$ cat config.mk
export PLATFORM = sky130hd
export DESIGN_NAME = postdiv_top
export DESIGN_NICKNAME = d
export VERILOG_FILES = /design/src/rtl/postdiv_pkg.sv /design/src/rtl/postdiv_selmap.sv /design/src/rtl/postdiv_count.sv /design/src/rtl/postdiv_merge.sv /design/src/rtl/postdiv_top.sv
export SDC_FILE = /design/constraint.sdc
export NUM_CORES = 1
export LEC_CHECK = 0
export BUFFER_PORTS_ARGS = -buffer_cell sky130_fd_sc_hd__buf_2
export CAP_MARGIN = 10
export CORE_MARGIN = 2
export CORE_UTILIZATION = 55
export DETAILED_ROUTE_END_ITERATION = 8
export PLACE_DENSITY = 0.84
export SLEW_MARGIN = 30
export SYNTH_ARGS = -nofsm -noshare
export SYNTH_HDL_FRONTEND = slang
export SYNTH_SLANG_ARGS = --single-unit
$ cat constraint.sdc
create_clock -name osc_clk -period 3.8 [get_ports osc_clk]
set_input_delay 0 -clock osc_clk [delete_from_list [all_inputs] [get_ports osc_clk]]
set_output_delay 0 -clock osc_clk [all_outputs]
set_load 0.05 [all_outputs]
$ cat src/rtl/postdiv_pkg.sv
`timescale 1ns/1ps
package postdiv_pkg;
  // width of the divide-ratio field (largest ratio is 10)
  localparam int RATIO_W = 4;
  // width of the select code
  localparam int SEL_W   = 3;
endpackage

$ cat src/rtl/postdiv_selmap.sv
`timescale 1ns/1ps
// Decodes the select code into a divide ratio through one of two tables.
module postdiv_selmap #(
  parameter int TABLE = 0,
  parameter int SW    = postdiv_pkg::SEL_W,
  parameter int RW    = postdiv_pkg::RATIO_W
) (
  input  logic [SW-1:0] sel,
  output logic [RW-1:0] ratio
);
  generate
    if (TABLE == 0) begin : g_tab_a
      // mapping
      always_comb begin
        case (sel)
          3'd0:    ratio = RW'(10);
          3'd1:    ratio = RW'(2);
          3'd2:    ratio = RW'(8);
          3'd3:    ratio = RW'(4);
          3'd4:    ratio = RW'(5);
          3'd5:    ratio = RW'(7);
          3'd6:    ratio = RW'(9);
          default: ratio = RW'(6);
        endcase
      end
    end else begin : g_tab_b
      // mapping
      always_comb begin
        case (sel)
          3'd0:    ratio = RW'(6);
          3'd1:    ratio = RW'(2);
          3'd2:    ratio = RW'(8);
          3'd3:    ratio = RW'(4);
          3'd4:    ratio = RW'(5);
          3'd5:    ratio = RW'(7);
          3'd6:    ratio = RW'(1);
          default: ratio = RW'(3);
        endcase
      end
    end
  endgenerate
endmodule

$ cat src/rtl/postdiv_count.sv
`timescale 1ns/1ps
// Rising-edge period counter. Loads a new ratio only at a period boundary
// and restarts at a high phase after power-down.
module postdiv_count #(
  parameter int RW = postdiv_pkg::RATIO_W
) (
  input  logic          osc_clk,
  input  logic          rst_n,
  input  logic          pwr_n,
  input  logic [RW-1:0] ratio_in,
  output logic [RW-1:0] ratio_q,
  output logic [RW-1:0] cnt,
  output logic          pos_q,
  output logic          odd_q,
  output logic          byp_q,
  output logic          run_q
);
  logic          last;
  logic [RW-1:0] ratio_nx;
  logic [RW-1:0] cnt_nx;
  logic [RW:0]   half_sum;
  logic [RW-1:0] half;
  logic          pos_nx;

  always_comb begin
    last     = !run_q || (cnt == ratio_q - 1'b1);
    ratio_nx = last ? ratio_in : ratio_q;
    cnt_nx   = last ? '0 : cnt + 1'b1;
    half_sum = {1'b0, ratio_nx} + 1'b1;
    half     = half_sum[RW:1];
    pos_nx   = (ratio_nx != RW'(1)) && (cnt_nx < half);
  end

  always_ff @(posedge osc_clk or negedge rst_n) begin
    if (!rst_n) begin
      run_q   <= 1'b0;
      cnt     <= '0;
      ratio_q <= RW'(1);
      pos_q   <= 1'b0;
      odd_q   <= 1'b0;
      byp_q   <= 1'b0;
    end else if (!pwr_n) begin
      run_q   <= 1'b0;
      cnt     <= '0;
      ratio_q <= ratio_in;
      pos_q   <= 1'b0;
      odd_q   <= 1'b0;
      byp_q   <= 1'b0;
    end else begin
      run_q   <= 1'b1;
      cnt     <= cnt_nx;
      ratio_q <= ratio_nx;
      pos_q   <= pos_nx;
      odd_q   <= ratio_nx[0] && (ratio_nx != RW'(1));
      byp_q   <= (ratio_nx == RW'(1));
    end
  end
endmodule

$ cat src/rtl/postdiv_merge.sv
`timescale 1ns/1ps
// Falling-edge stage: trims odd high phases by half a period and
// gates the bypass path while the input clock is low.
module postdiv_merge (
  input  logic osc_clk,
  input  logic rst_n,
  input  logic run_q,
  input  logic pos_q,
  input  logic odd_q,
  input  logic byp_q,
  output logic clk_out
);
  logic neg_q;
  logic bypn_q;

  always_ff @(negedge osc_clk or negedge rst_n) begin
    if (!rst_n) begin
      neg_q  <= 1'b0;
      bypn_q <= 1'b0;
    end else begin
      neg_q  <= pos_q;
      bypn_q <= byp_q && run_q;
    end
  end

  assign clk_out = (osc_clk && bypn_q) || (pos_q && (odd_q ? neg_q : 1'b1));
endmodule

$ cat src/rtl/postdiv_top.sv
`timescale 1ns/1ps
module postdiv_top #(
  parameter int TABLE = 0,
  parameter int SW    = postdiv_pkg::SEL_W,
  parameter int RW    = postdiv_pkg::RATIO_W
) (
  input  logic          osc_clk,
  input  logic          rst_n,
  input  logic          pwr_n,
  input  logic [SW-1:0] sel,
  output logic          clk_out,
  output logic          ref_out
);
  logic [RW-1:0] ratio_in;
  logic [RW-1:0] ratio_q;
  logic [RW-1:0] cnt;
  logic          pos_q;
  logic          odd_q;
  logic          byp_q;
  logic          run_q;

  postdiv_selmap #(.TABLE(TABLE), .SW(SW), .RW(RW)) u_map (
    .sel   (sel),
    .ratio (ratio_in)
  );

  postdiv_count #(.RW(RW)) u_cnt (
    .osc_clk  (osc_clk),
    .rst_n    (rst_n),
    .pwr_n    (pwr_n),
    .ratio_in (ratio_in),
    .ratio_q  (ratio_q),
    .cnt      (cnt),
    .pos_q    (pos_q),
    .odd_q    (odd_q),
    .byp_q    (byp_q),
    .run_q    (run_q)
  );

  postdiv_merge u_mrg (
    .osc_clk (osc_clk),
    .rst_n   (rst_n),
    .run_q   (run_q),
    .pos_q   (pos_q),
    .odd_q   (odd_q),
    .byp_q   (byp_q),
    .clk_out (clk_out)
  );


  assign ref_out = osc_clk;
endmodule

-- Word-level counts from Yosys, hierarchy flattened
Index checks and enable logic that the tools add are counted.
Widths: inputs -> output; s select.
- register bits: 14
- bits in read-only memories: 0
- bits in latches: 0
- input port bits: 6
- output and inout port bits: 2
- RAM bits: 0
- memories: 0
- logic and storage cells: 40
- equality and inequality tests: 9
- add/subtract/negate cells: 3
- multiply operators: 0
- order comparisons: 1
- bitwise logic cells: 0
- multiplexer cells: 10
- reduce and logical (&&, ||, !) cells: 9
- div/mod/pow operators: 0
- shift operators: 0
- operators with widths (cell ; number):
    $pmux 4 s7 ; 1
    $mux 4 ; 4
    $eq 3x3->1 const B ; 3
    $eq 3x2->1 const B ; 2
    $add 4x1->5 const B ; 1
    $logic_and 1x1->1 ; 5
    $mux 1 ; 5
    $add 4x1->4 const B ; 1
    $eq 4x1->1 const B ; 1
    $eq 4x4->1 ; 1
    $lt 4x4->1 ; 1
    $ne 4x1->1 const B ; 1
    $sub 4x1->4 const B ; 1
    $eq 3x1->1 const B ; 1
    $logic_not 3->1 ; 1
    $logic_or 1x1->1 ; 2
    $logic_not 1->1 ; 1

-- Logic depth before layout (Yosys ltp)
Gate-level depths: netlist (run 1).
- depth in word-level cells: 8
- mapped depth: 16
- depth with buffers taken out: 15

-- Cells and area by module
From an unflattened synthesis (run 1), not the netlist that was laid out.
- cell total of the unflattened synthesis: 103
- area total of the unflattened synthesis: 1101.1 um^2
- modules (own cells, without submodules) (module ; instances ; cells an instance ; seq. area each (um^2) ; area each (um^2)):
    postdiv_count ; 1 ; 92 ; 301.5 ; 983.4
    postdiv_merge ; 1 ; 5 ; 50.0 ; 71.3
    postdiv_selmap ; 1 ; 5 ; 0.0 ; 38.8
    postdiv_top ; 1 ; 1 ; 0.0 ; 7.5

==> summary.md, run 1 <==
| Metric | Value |
|---|---|
| Initial Utilization | `0.596` |
| Die width | `44.6 µm` |
| Sequential share of power | `0.330` |
| All-layer global routing usage | `0.240` |
| Setup TNS | `0 ns` |
| Drt pass-1 iters | `4` |
| Initial antenna violation count | `0` |
| Net Switching | `0.000195 W` |
| Cell count after synthesis | `89` |
| Post-synthesis cell type count | `35` |
| Initial drt markers | `42` |
| Slew Viols, Final | `0` |
| Fmax achieved | `0.290 GHz` |
| Internal power | `0.000338 W` |
| Worst Path Required | `4.12 ns` |
| Chip height | `44.6 µm` |
| Drc violations | `0` |
| Tmin final | `3.45 ns` |
| Overall routed net length | `1960 µm` |
| Sw Share | `0.367` |
| Post-place instance area | `947 µm²` |
| Yosys reg bits | `14` |
| WHS | `0.0291 ns` |
| CTS tree | `built` |
| Final setup fails | `0` |
| Max-Cap Viols | `0` |
| Status | `finished, final reports clean` |
| Fin crit share | `0.908` |
| Largest net degree at the start of global routing | `16` |
| N_diodes | `0` |
| Kind of critical path | `flip-flop to flip-flop` |
| Main synth FF type | `dfrtp_1` |
| Static leakage | `0.536 nW` |
| Number of flops mapped to enable cells by yosys | `0` |
| Clk network pwr share | `0.464` |
| Skew final | `0.0109 ns` |
| Rows | `14` |
| Crit-path slowest cell | `dfstp_2` |
| Vias in the first global route | `782` |
| WP data arrival | `3.77 ns` |
| Die Footprint | `1990 µm²` |
| Synth Warn # | `0` |
| Ys async rst share | `1.00` |
| Synthesized Nets | `102` |
| Grt ovf | `0` |
| Register area share after synthesis | `0.387` |
| CORE AREA | `1520 µm²` |
| Fin. Hold Viols | `0` |
| CP Max Fanout | `5` |
| Slew HR | `0.768` |
| Hold Crit Class | `input pin to asynchronous set/reset pin` |
| Cell mode on critical path | `ha_1` |
| Pwr Density | `495 nW/µm²` |
| Synth cell count leaders | `dfrtp_1 (11), nor2_1 (11), ha_1 (7)` |
| Synth top area cells | `dfrtp_1 (30%), ha_1 (9.6%), xor2_1 (5.8%)` |
| Area leader, netlist | `dfrtp_1` |
| Layout cells sized above 1 | `0.211` |
| Post-Layout Inst Area | `1080 µm²` |
| Layout Nets | `122` |
| Number of I/O pins | `8` |
| Crit-path cells | `inv_1, ha_1, xnor3_1, nand3_2, o21ai_4, mux2_2, ha_1, xor2_1, ha_1, a21o_1, a21o_1, a21oi_1, o21ai_0, nor3b_1` |
| Area Growth Syn to Fin | `18.6%` |
| Worst IR drop on VDD | `0.000258 V` |
| Postcts setup bufs | `0` |
| Worst-margin pin slew | `0.345 ns` |
| Hpwl dp | `1330 µm` |
| Antenna viol nets, final | `0` |
| Worst-Skew Late Latency | `0.41 ns` |
| IO buf count | `7` |
| Vias per cell | `5.97` |
| Yosys top cell area share | `0.303` |
| Cell area after synthesis | `908 µm²` |
| Clk slew on worst S/H paths | `0.09 ns` |
| RSZ-0062 raised after global routing | `no` |
| Worst Setup Start Kind | `flip-flop` |
| Placer Congestion | `0.874` |
| CP max stage delay | `0.58 ns` |
| CP endpoint kind | `flip-flop` |
| Average cell area after synthesis | `10.2 µm²` |
| Combinational Power Share | `0.206` |
| Total number of vias | `746` |
| Wire per inst | `15.7 µm` |
| First-pass GRT wire length | `3250 µm` |
## routing by layer
layer  global-route usage  wire, µm  vias to the layer above
met5                    0         0                        -
met1                0.275       815                      342
met2                0.365       976                       43
met4                0.242        52                        0
met3               0.0408       118                       11
li1                     -         -                      350
## power groups by stage
stage          registers, W  clock network (W)  logic [W]
3_3_place_gp       0.000178          0.0000650  0.0000997
2_1_floorplan      0.000175          0.0000695  0.0000822
3_5_place_dp       0.000179          0.0000650   0.000105
5_1_grt            0.000178           0.000261   0.000122
4_1_cts            0.000176           0.000254   0.000110
6_report           0.000176           0.000247   0.000110
## critical path, delay by kind of cell (launching register included)
family	cells	cell delay (ns)
AND/OR/NAND/NOR	2	0.31
multiplexers	1	0.38
adder cells (fa/ha/maj)	3	0.72
XOR/XNOR	2	0.46
AO/OA/AOI/OAI	5	0.82
buffers and inverters	1	0.08
flip-flops	1	0.58
## final cells by class
cell class                 instances  area, µm²
fill                             112        447
clock buffer                      11       80.1
inverter                           5       18.8
tap                               16       20.0
sequential                        14        352
multi-input combinational         67        514
timing repair buffer              12       92.6
## cells by family after synthesis
group / count (synthesis) / synth area share
buffers and inverters: 8 / 0.0468
DFF: 14 / 0.387
adders and majority gates: 7 / 0.0964
xor gates and xnor gates: 11 / 0.121
and+or+nand+nor: 27 / 0.153
AOI/OAI and AO/OA: 17 / 0.128
muxes: 5 / 0.0675
## state kept, by name, summed over array words and instances, names as in the netlist
signal and flops:
u_cnt.ratio_q 4, u_cnt.odd_q 1, u_cnt.pos_q 1, u_cnt.cnt 4
u_cnt.byp_q 1, u_cnt.run_q 1, u_mrg.bypn_q 1, u_mrg.neg_q 1
## layout by cell type, fill, tap and decap left out, types with 2 or more instances in the layout
cell,instances
a21o_1,3
a21oi_1,3
buf_2,7
clkbuf_4,7
dfrtn_1,2
dfrtp_1,11
dlygate4sd3_1,6
ha_1,7
inv_1,5
mux2_4,2
mux2i_1,2
nand2_1,2
nand3_1,3
nor2_1,11
nor2b_1,2
o21ai_0,6
xnor2_1,4
xor2_1,6
## what timing repair did
item,4_1_cts,5_1_grt
gates resized for setup,0,0
hold buffers,6,0
hold endpoints to repair,17,0
## path summary, 6_finish.rpt
check                                           startpoint                      to  slack [ns]  cells after the start
worst min-delay path                                 rst_n   u_cnt.odd_q$_DFF_PN0_        0.03                      2
worst max register to register  u_cnt.ratio_q[0]$_DFF_PN1_   u_cnt.pos_q$_DFF_PN0_        0.35                     14
min in group osc_clk                                 pwr_n   u_cnt.run_q$_DFF_PN0_        0.29                      2
worst min register to register      u_cnt.cnt[0]$_DFF_PN0_  u_cnt.cnt[0]$_DFF_PN0_        0.56                      1
max in group asynchronous                            rst_n  u_mrg.bypn_q$_DFF_NN0_        1.72                      2
worst max-delay path            u_cnt.ratio_q[0]$_DFF_PN1_   u_cnt.pos_q$_DFF_PN0_        0.35                     14
## metrics by stage
| step | std cells | power [W] | setup WS (ns) | util |
|---|---|---|---|---|
| CTS | 125 | 0.000539 | 0.384 | 0.707 |
| global route | 125 | 0.000561 | 0.167 | 0.707 |
| floorplan | 89 | 0.000327 | 0.629 | - |
| finish | 125 | 0.000533 | 0.348 | 0.707 |
| global placement | 110 | 0.000343 | 0.533 | 0.622 |
| detailed placement | 110 | 0.000348 | 0.420 | 0.622 |
No activity file was read; power rests on OpenSTA's default activity.
==> run 2, diff against run 1 <==
--- a/config.mk
+++ b/config.mk
@@ -8,9 +8,9 @@
 export BUFFER_PORTS_ARGS = -buffer_cell sky130_fd_sc_hd__buf_2
 export CAP_MARGIN = 10
 export CORE_MARGIN = 2
-export CORE_UTILIZATION = 55
+export CORE_UTILIZATION = 51
 export DETAILED_ROUTE_END_ITERATION = 8
-export PLACE_DENSITY = 0.84
+export PLACE_DENSITY = 0.83
 export SLEW_MARGIN = 30
 export SYNTH_ARGS = -nofsm -noshare
 export SYNTH_HDL_FRONTEND = slang
==> constraint.sdc (replaced) <==
create_clock -name osc_clk -period 3 [get_ports osc_clk]
set_input_delay 0 -clock osc_clk [delete_from_list [all_inputs] [get_ports osc_clk]]
set_output_delay 0 -clock osc_clk [all_outputs]
set_load 0.05 [all_outputs]
==> summary.md, run 2 (synthesized netlist as in run 1, its figures left out) <==
| Metric | Value |
|---|---|
| Pwr Density | `577 nW/µm²` |
| WP data arrival | `3.35 ns` |
| Skew final | `0.0150 ns` |
| Status | `complete, but fails checks` |
| Die width | `46.2 µm` |
| Fin. Hold Viols | `0` |
| Placement Setup Slack | `-0.0997 ns` |
| Max-Cap Viols | `0` |
| Layout cells sized above 1 | `0.319` |
| Grt ovf | `0` |
| Worst setup margin | `-0.0395 ns` |
| Clk slew on worst S/H paths | `0.09 ns` |
| Kind of critical path | `flip-flop to flip-flop` |
| Worst IR drop on VDD | `0.000395 V` |
| Worst path bufs/invs | `1` |
| First-pass GRT wire length | `3170 µm` |
| Number of I/O pins | `8` |
| Area of the multi-input gates | `558 µm²` |
| Worst Setup Start Kind | `flip-flop` |
| Final setup fails | `1` |
| Crit path max-delay family | `adder cells` |
| # fillers | `127` |
| Drt pass-1 iters | `6` |
| Drc violations | `2` |
| IO buf count | `7` |
| Initial Utilization | `0.532` |
| Slew Viols, Final | `0` |
| Worst-margin pin slew | `0.365 ns` |
| Fin crit share | `1.01` |
| Vias per cell | `5.33` |
| Sequential share of power | `0.325` |
| CTS tree | `built` |
| Worst-Skew Late Latency | `0.39 ns` |
| All-layer global routing usage | `0.221` |
| Tmin final | `3.04 ns` |
| Register Area | `352 µm²` |
| Wire per inst | `14.0 µm` |
| CP Max Fanout | `4` |
| Hold Crit Class | `input pin to asynchronous set/reset pin` |
| Placer Congestion | `0.901` |
| Overall routed net length | `1980 µm` |
| Die Footprint | `2130 µm²` |
| Total power | `0.000675 W` |
| Final Util | `0.685` |
| Combinational Power Share | `0.261` |
| Static leakage | `0.568 nW` |
| Slew HR | `0.755` |
| Chip height | `46.2 µm` |
| Worst Path Required | `3.31 ns` |
| Total number of vias | `751` |
| CORE AREA | `1710 µm²` |
| CP max stage delay | `0.55 ns` |
| Top flop regs | `u_cnt.cnt: 4 flops, u_cnt.ratio_q: 4 flops` |
| CP endpoint kind | `flip-flop` |
| Hpwl dp | `1460 µm` |
| Initial antenna violation count | `0` |
| RSZ-0062 raised after global routing | `yes` |
| Net Switching | `0.000249 W` |
| Area Growth Syn to Fin | `28.8%` |
| Internal power | `0.000426 W` |
| Most frequent cells in the layout | `nor2_1 (11), dfrtp_1 (11), buf_4 (10)` |
| Rows | `15` |
| N_diodes | `0` |
| Crit-path cells | `inv_2, ha_4, xor2_2, nand3_2, o21ai_4, mux2_4, ha_4, xor2_1, ha_1, a21o_1, a21o_1, a21oi_2, o21ai_1, nor3b_1` |
| Failing checks | `DRC, setup timing` |
| Largest net degree at the start of global routing | `15` |
| Sw Share | `0.369` |
| Vias in the first global route | `773` |
| Layout Nets | `129` |
| Initial drt markers | `20` |
| Crit-path slowest cell | `dfstp_2` |
| Antenna viol nets, final | `0` |
| Clk network pwr share | `0.414` |
| Fmax achieved | `0.329 GHz` |
run 2: layout make-up:
cell class / instances / share of cell area
repair buffers: 19 / 0.120
well taps: 25 / 0.0267
flip-flops and latches: 14 / 0.301
multi-input cells: 67 / 0.477
inverters: 5 / 0.0160
clock buffers: 11 / 0.0599
run 2: metal layers:
layer  up-vias  wire length (µm)  GRT usage
met1       351               822      0.252
met2        35              1010      0.367
met3         6               113     0.0431
li1        359                 -          -
met5         -                 0          0
met4         0                26      0.149
run 2: final timing paths:
| path | to | depth (start not counted) | slack, ns | startpoint |
|---|---|---|---|---|
| setup reg to reg | u_cnt.pos_q$_DFF_PN0_ | 14 | -0.04 | u_cnt.ratio_q[0]$_DFF_PN1_ |
| max in group asynchronous | u_mrg.bypn_q$_DFF_NN0_ | 2 | 1.33 | rst_n |
| hold reg to reg | u_cnt.cnt[0]$_DFF_PN0_ | 1 | 0.54 | u_cnt.cnt[0]$_DFF_PN0_ |
| setup / recovery | u_cnt.pos_q$_DFF_PN0_ | 14 | -0.04 | u_cnt.ratio_q[0]$_DFF_PN1_ |
| hold / removal | u_cnt.ratio_q[2]$_DFF_PN0_ | 2 | 0.03 | rst_n |
| min in group osc_clk | u_cnt.ratio_q[2]$_DFF_PN0_ | 3 | 0.05 | sel[1] |
run 2: worst register-to-register path: stages, from the launching register on:
cell	delay [ns]
dfstp_2	0.55
inv_2	0.05
ha_4	0.26
xor2_2	0.14
nand3_2	0.11
o21ai_4	0.21
mux2_4	0.35
ha_4	0.17
xor2_1	0.16
ha_1	0.29
a21o_1	0.16
a21o_1	0.16
a21oi_2	0.10
o21ai_1	0.08
nor3b_1	0.17
run 2: what timing repair did:
| action | in CTS | in global routing |
|---|---|---|
| pin swaps | 4 | 1 |
| endpoints found under the hold margin | 16 | 0 |
| endpoints found under the setup margin | 1 | 2 |
| setup buffers | 2 | 0 |
| gates resized for setup | 2 | 2 |
| hold buffers | 4 | 0 |
run 2: power groups by stage:
| stage | Combinational (W) | Clock [W] | Sequential (W) |
|---|---|---|---|
| after global placement | 0.000152 | 0.0000824 | 0.000222 |
| final | 0.000176 | 0.000279 | 0.000219 |
| after floorplan | 0.000112 | 0.0000880 | 0.000222 |
| after detailed placement | 0.000159 | 0.0000824 | 0.000223 |
| after CTS | 0.000171 | 0.000287 | 0.000219 |
| after global routing | 0.000195 | 0.000299 | 0.000221 |
run 2: stage by stage:
| step | setup TNS [ns] | hold slack (ns) | instance area, µm² | std cells |
|---|---|---|---|---|
| after floorplan | -0.0148 | -0.296 | 943 | 89 |
| after global placement | -0.0332 | -0.0957 | 1040 | 126 |
| after detailed placement | -0.0997 | -0.0925 | 1040 | 126 |
| after CTS | -0.0925 | 0.0280 | 1160 | 141 |
| after global routing | -0.265 | 0.0592 | 1170 | 141 |
| final | -0.0395 | 0.0250 | 1170 | 141 |
==> run 3, diff against run 2 <==
--- a/config.mk
+++ b/config.mk
@@ -8,9 +8,9 @@
 export BUFFER_PORTS_ARGS = -buffer_cell sky130_fd_sc_hd__buf_2
 export CAP_MARGIN = 10
 export CORE_MARGIN = 2
-export CORE_UTILIZATION = 51
+export CORE_UTILIZATION = 55
 export DETAILED_ROUTE_END_ITERATION = 8
-export PLACE_DENSITY = 0.83
+export PLACE_DENSITY = 0.84
 export SLEW_MARGIN = 30
 export SYNTH_ARGS = -nofsm -noshare
 export SYNTH_HDL_FRONTEND = slang
==> constraint.sdc (replaced) <==
create_clock -name osc_clk -period 3.3 [get_ports osc_clk]
set_input_delay 0 -clock osc_clk [delete_from_list [all_inputs] [get_ports osc_clk]]
set_output_delay 0 -clock osc_clk [all_outputs]
set_load 0.05 [all_outputs]
==> summary.md, run 3 (synthesized netlist as in run 1, its figures left out) <==
| Metric | Value |
|---|---|
| Area Growth Syn to Fin | `23.1%` |
| Overall routed net length | `2080 µm` |
| Hpwl dp | `1290 µm` |
| All-layer global routing usage | `0.228` |
| Slew HR | `0.757` |
| Vias in the first global route | `725` |
| Worst IR drop on VDD | `0.000403 V` |
| Vias per cell | `6.01` |
| Number of I/O pins | `8` |
| CTS tree | `built` |
| Layout Nets | `126` |
| Wire per inst | `16.2 µm` |
| Initial drt markers | `35` |
| Layout cells sized above 1 | `0.274` |
| Post-Layout Inst Area | `1120 µm²` |
| Fmax achieved | `0.311 GHz` |
| Die width | `44.6 µm` |
| Drc violations | `0` |
| WHS | `0.0136 ns` |
| Static leakage | `0.555 nW` |
| Slew Viols, Final | `0` |
| Antenna viol nets, final | `0` |
| WP data arrival | `3.54 ns` |
| Worst-Skew Late Latency | `0.40 ns` |
| Chip height | `44.6 µm` |
| CORE AREA | `1520 µm²` |
| Placer Congestion | `0.850` |
| CP endpoint kind | `flip-flop` |
| Tmin final | `3.22 ns` |
| Initial Utilization | `0.596` |
| Worst Path Required | `3.63 ns` |
| Top flop regs | `u_cnt.cnt: 4 flops, u_cnt.ratio_q: 4 flops` |
| Max-Cap Viols | `0` |
| Hold Crit Class | `input pin to flip-flop` |
| Worst Setup Start Kind | `flip-flop` |
| First-pass GRT wire length | `3020 µm` |
| Post-Layout Cell Count | `129` |
| Grt ovf | `0` |
| CP Max Fanout | `2` |
| Largest net degree at the start of global routing | `16` |
| Total number of vias | `775` |
| Pwr Density | `545 nW/µm²` |
| Initial antenna violation count | `0` |
| N_diodes | `0` |
| Kind of critical path | `flip-flop to flip-flop` |
| Clk slew on worst S/H paths | `0.09 ns` |
| Die Footprint | `1990 µm²` |
| IO buf count | `7` |
| Worst-margin pin slew | `0.361 ns` |
| Skew final | `0.0132 ns` |
| Post-place instance area | `962 µm²` |
| Drt pass-1 iters | `4` |
| Rows | `14` |
| Fin crit share | `0.975` |
| Total power | `0.000610 W` |
| Status | `finished, final reports clean` |
| Final setup fails | `0` |
| # fillers | `116` |
| Cell total after placement | `112` |
| Fin. Hold Viols | `0` |
| Most frequent cells in the layout | `nor2_1 (11), dfrtp_1 (11), clkbuf_4 (7), buf_2 (7)` |
[run 3: routing by layer]
metal / vias to the layer above / wire length, µm / global-route usage
li1: 351 / - / -
met1: 357 / 839 / 0.282
met2: 50 / 971 / 0.284
met3: 17 / 156 / 0.0694
met4: 0 / 116 / 0.267
met5: - / 0 / 0
[run 3: layout make-up]
| cell class | count | area [µm²] | area share |
|---|---|---|---|
| clock buffers | 11 | 70.1 | 0.0626 |
| inverters | 5 | 18.8 | 0.0168 |
| multi-input cells | 67 | 533 | 0.477 |
| flip-flops and latches | 14 | 352 | 0.314 |
| well taps | 16 | 20.0 | 0.0179 |
| repair buffers | 16 | 125 | 0.112 |
[run 3: through the flow]
stage	TNS, ns	setup slack (ns)	utilization
3_3_place_gp	0	0.155	0.631
4_1_cts	0	0.0124	0.697
5_1_grt	-0.0979	-0.0979	0.734
6_report	0	0.0826	0.734
3_5_place_dp	0	0.0679	0.631
2_1_floorplan	0	0.129	-
[run 3: worst paths after layout]
path                                            startpoint                    endpoint  slack, ns  cells past startpoint
worst max register to register  u_cnt.ratio_q[0]$_DFF_PN1_       u_cnt.pos_q$_DFF_PN0_       0.08                     14
worst max-delay path            u_cnt.ratio_q[0]$_DFF_PN1_       u_cnt.pos_q$_DFF_PN0_       0.08                     14
max in group asynchronous                            rst_n      u_mrg.bypn_q$_DFF_NN0_       1.47                      2
worst min register to register  u_cnt.ratio_q[0]$_DFF_PN1_  u_cnt.ratio_q[0]$_DFF_PN1_       0.53                      2
min in group asynchronous                            rst_n      u_cnt.cnt[3]$_DFF_PN0_       0.02                      2
worst min-delay path                                sel[1]  u_cnt.ratio_q[2]$_DFF_PN0_       0.01                      3
[run 3: timing repair]
| action | in CTS | in global routing |
|---|---|---|
| hold buffers | 4 | 0 |
| resized for setup | 0 | 7 |
| buffers inserted | 0 | 4 |
| endpoints found under the hold margin | 16 | 0 |
| setup endpoints to repair | 0 | 1 |
[run 3: critical path: stages (launching register included)]
cell,delay [ns]
dfstp_2,0.53
inv_1,0.05
ha_1,0.32
xor2_2,0.16
nand3_2,0.12
o21ai_4,0.19
mux2_4,0.33
ha_2,0.21
xor2_1,0.16
ha_1,0.29
a21o_1,0.18
a21o_1,0.17
a21oi_1,0.16
o21ai_1,0.10
nor3b_2,0.19
[run 3: report_power, final]
part	switching [W]	internal [W]	total [W]
Clock	0.000139	0.000118	0.000257
Sequential	0.0000152	0.000188	0.000203
Combinational	0.0000746	0.0000750	0.000150
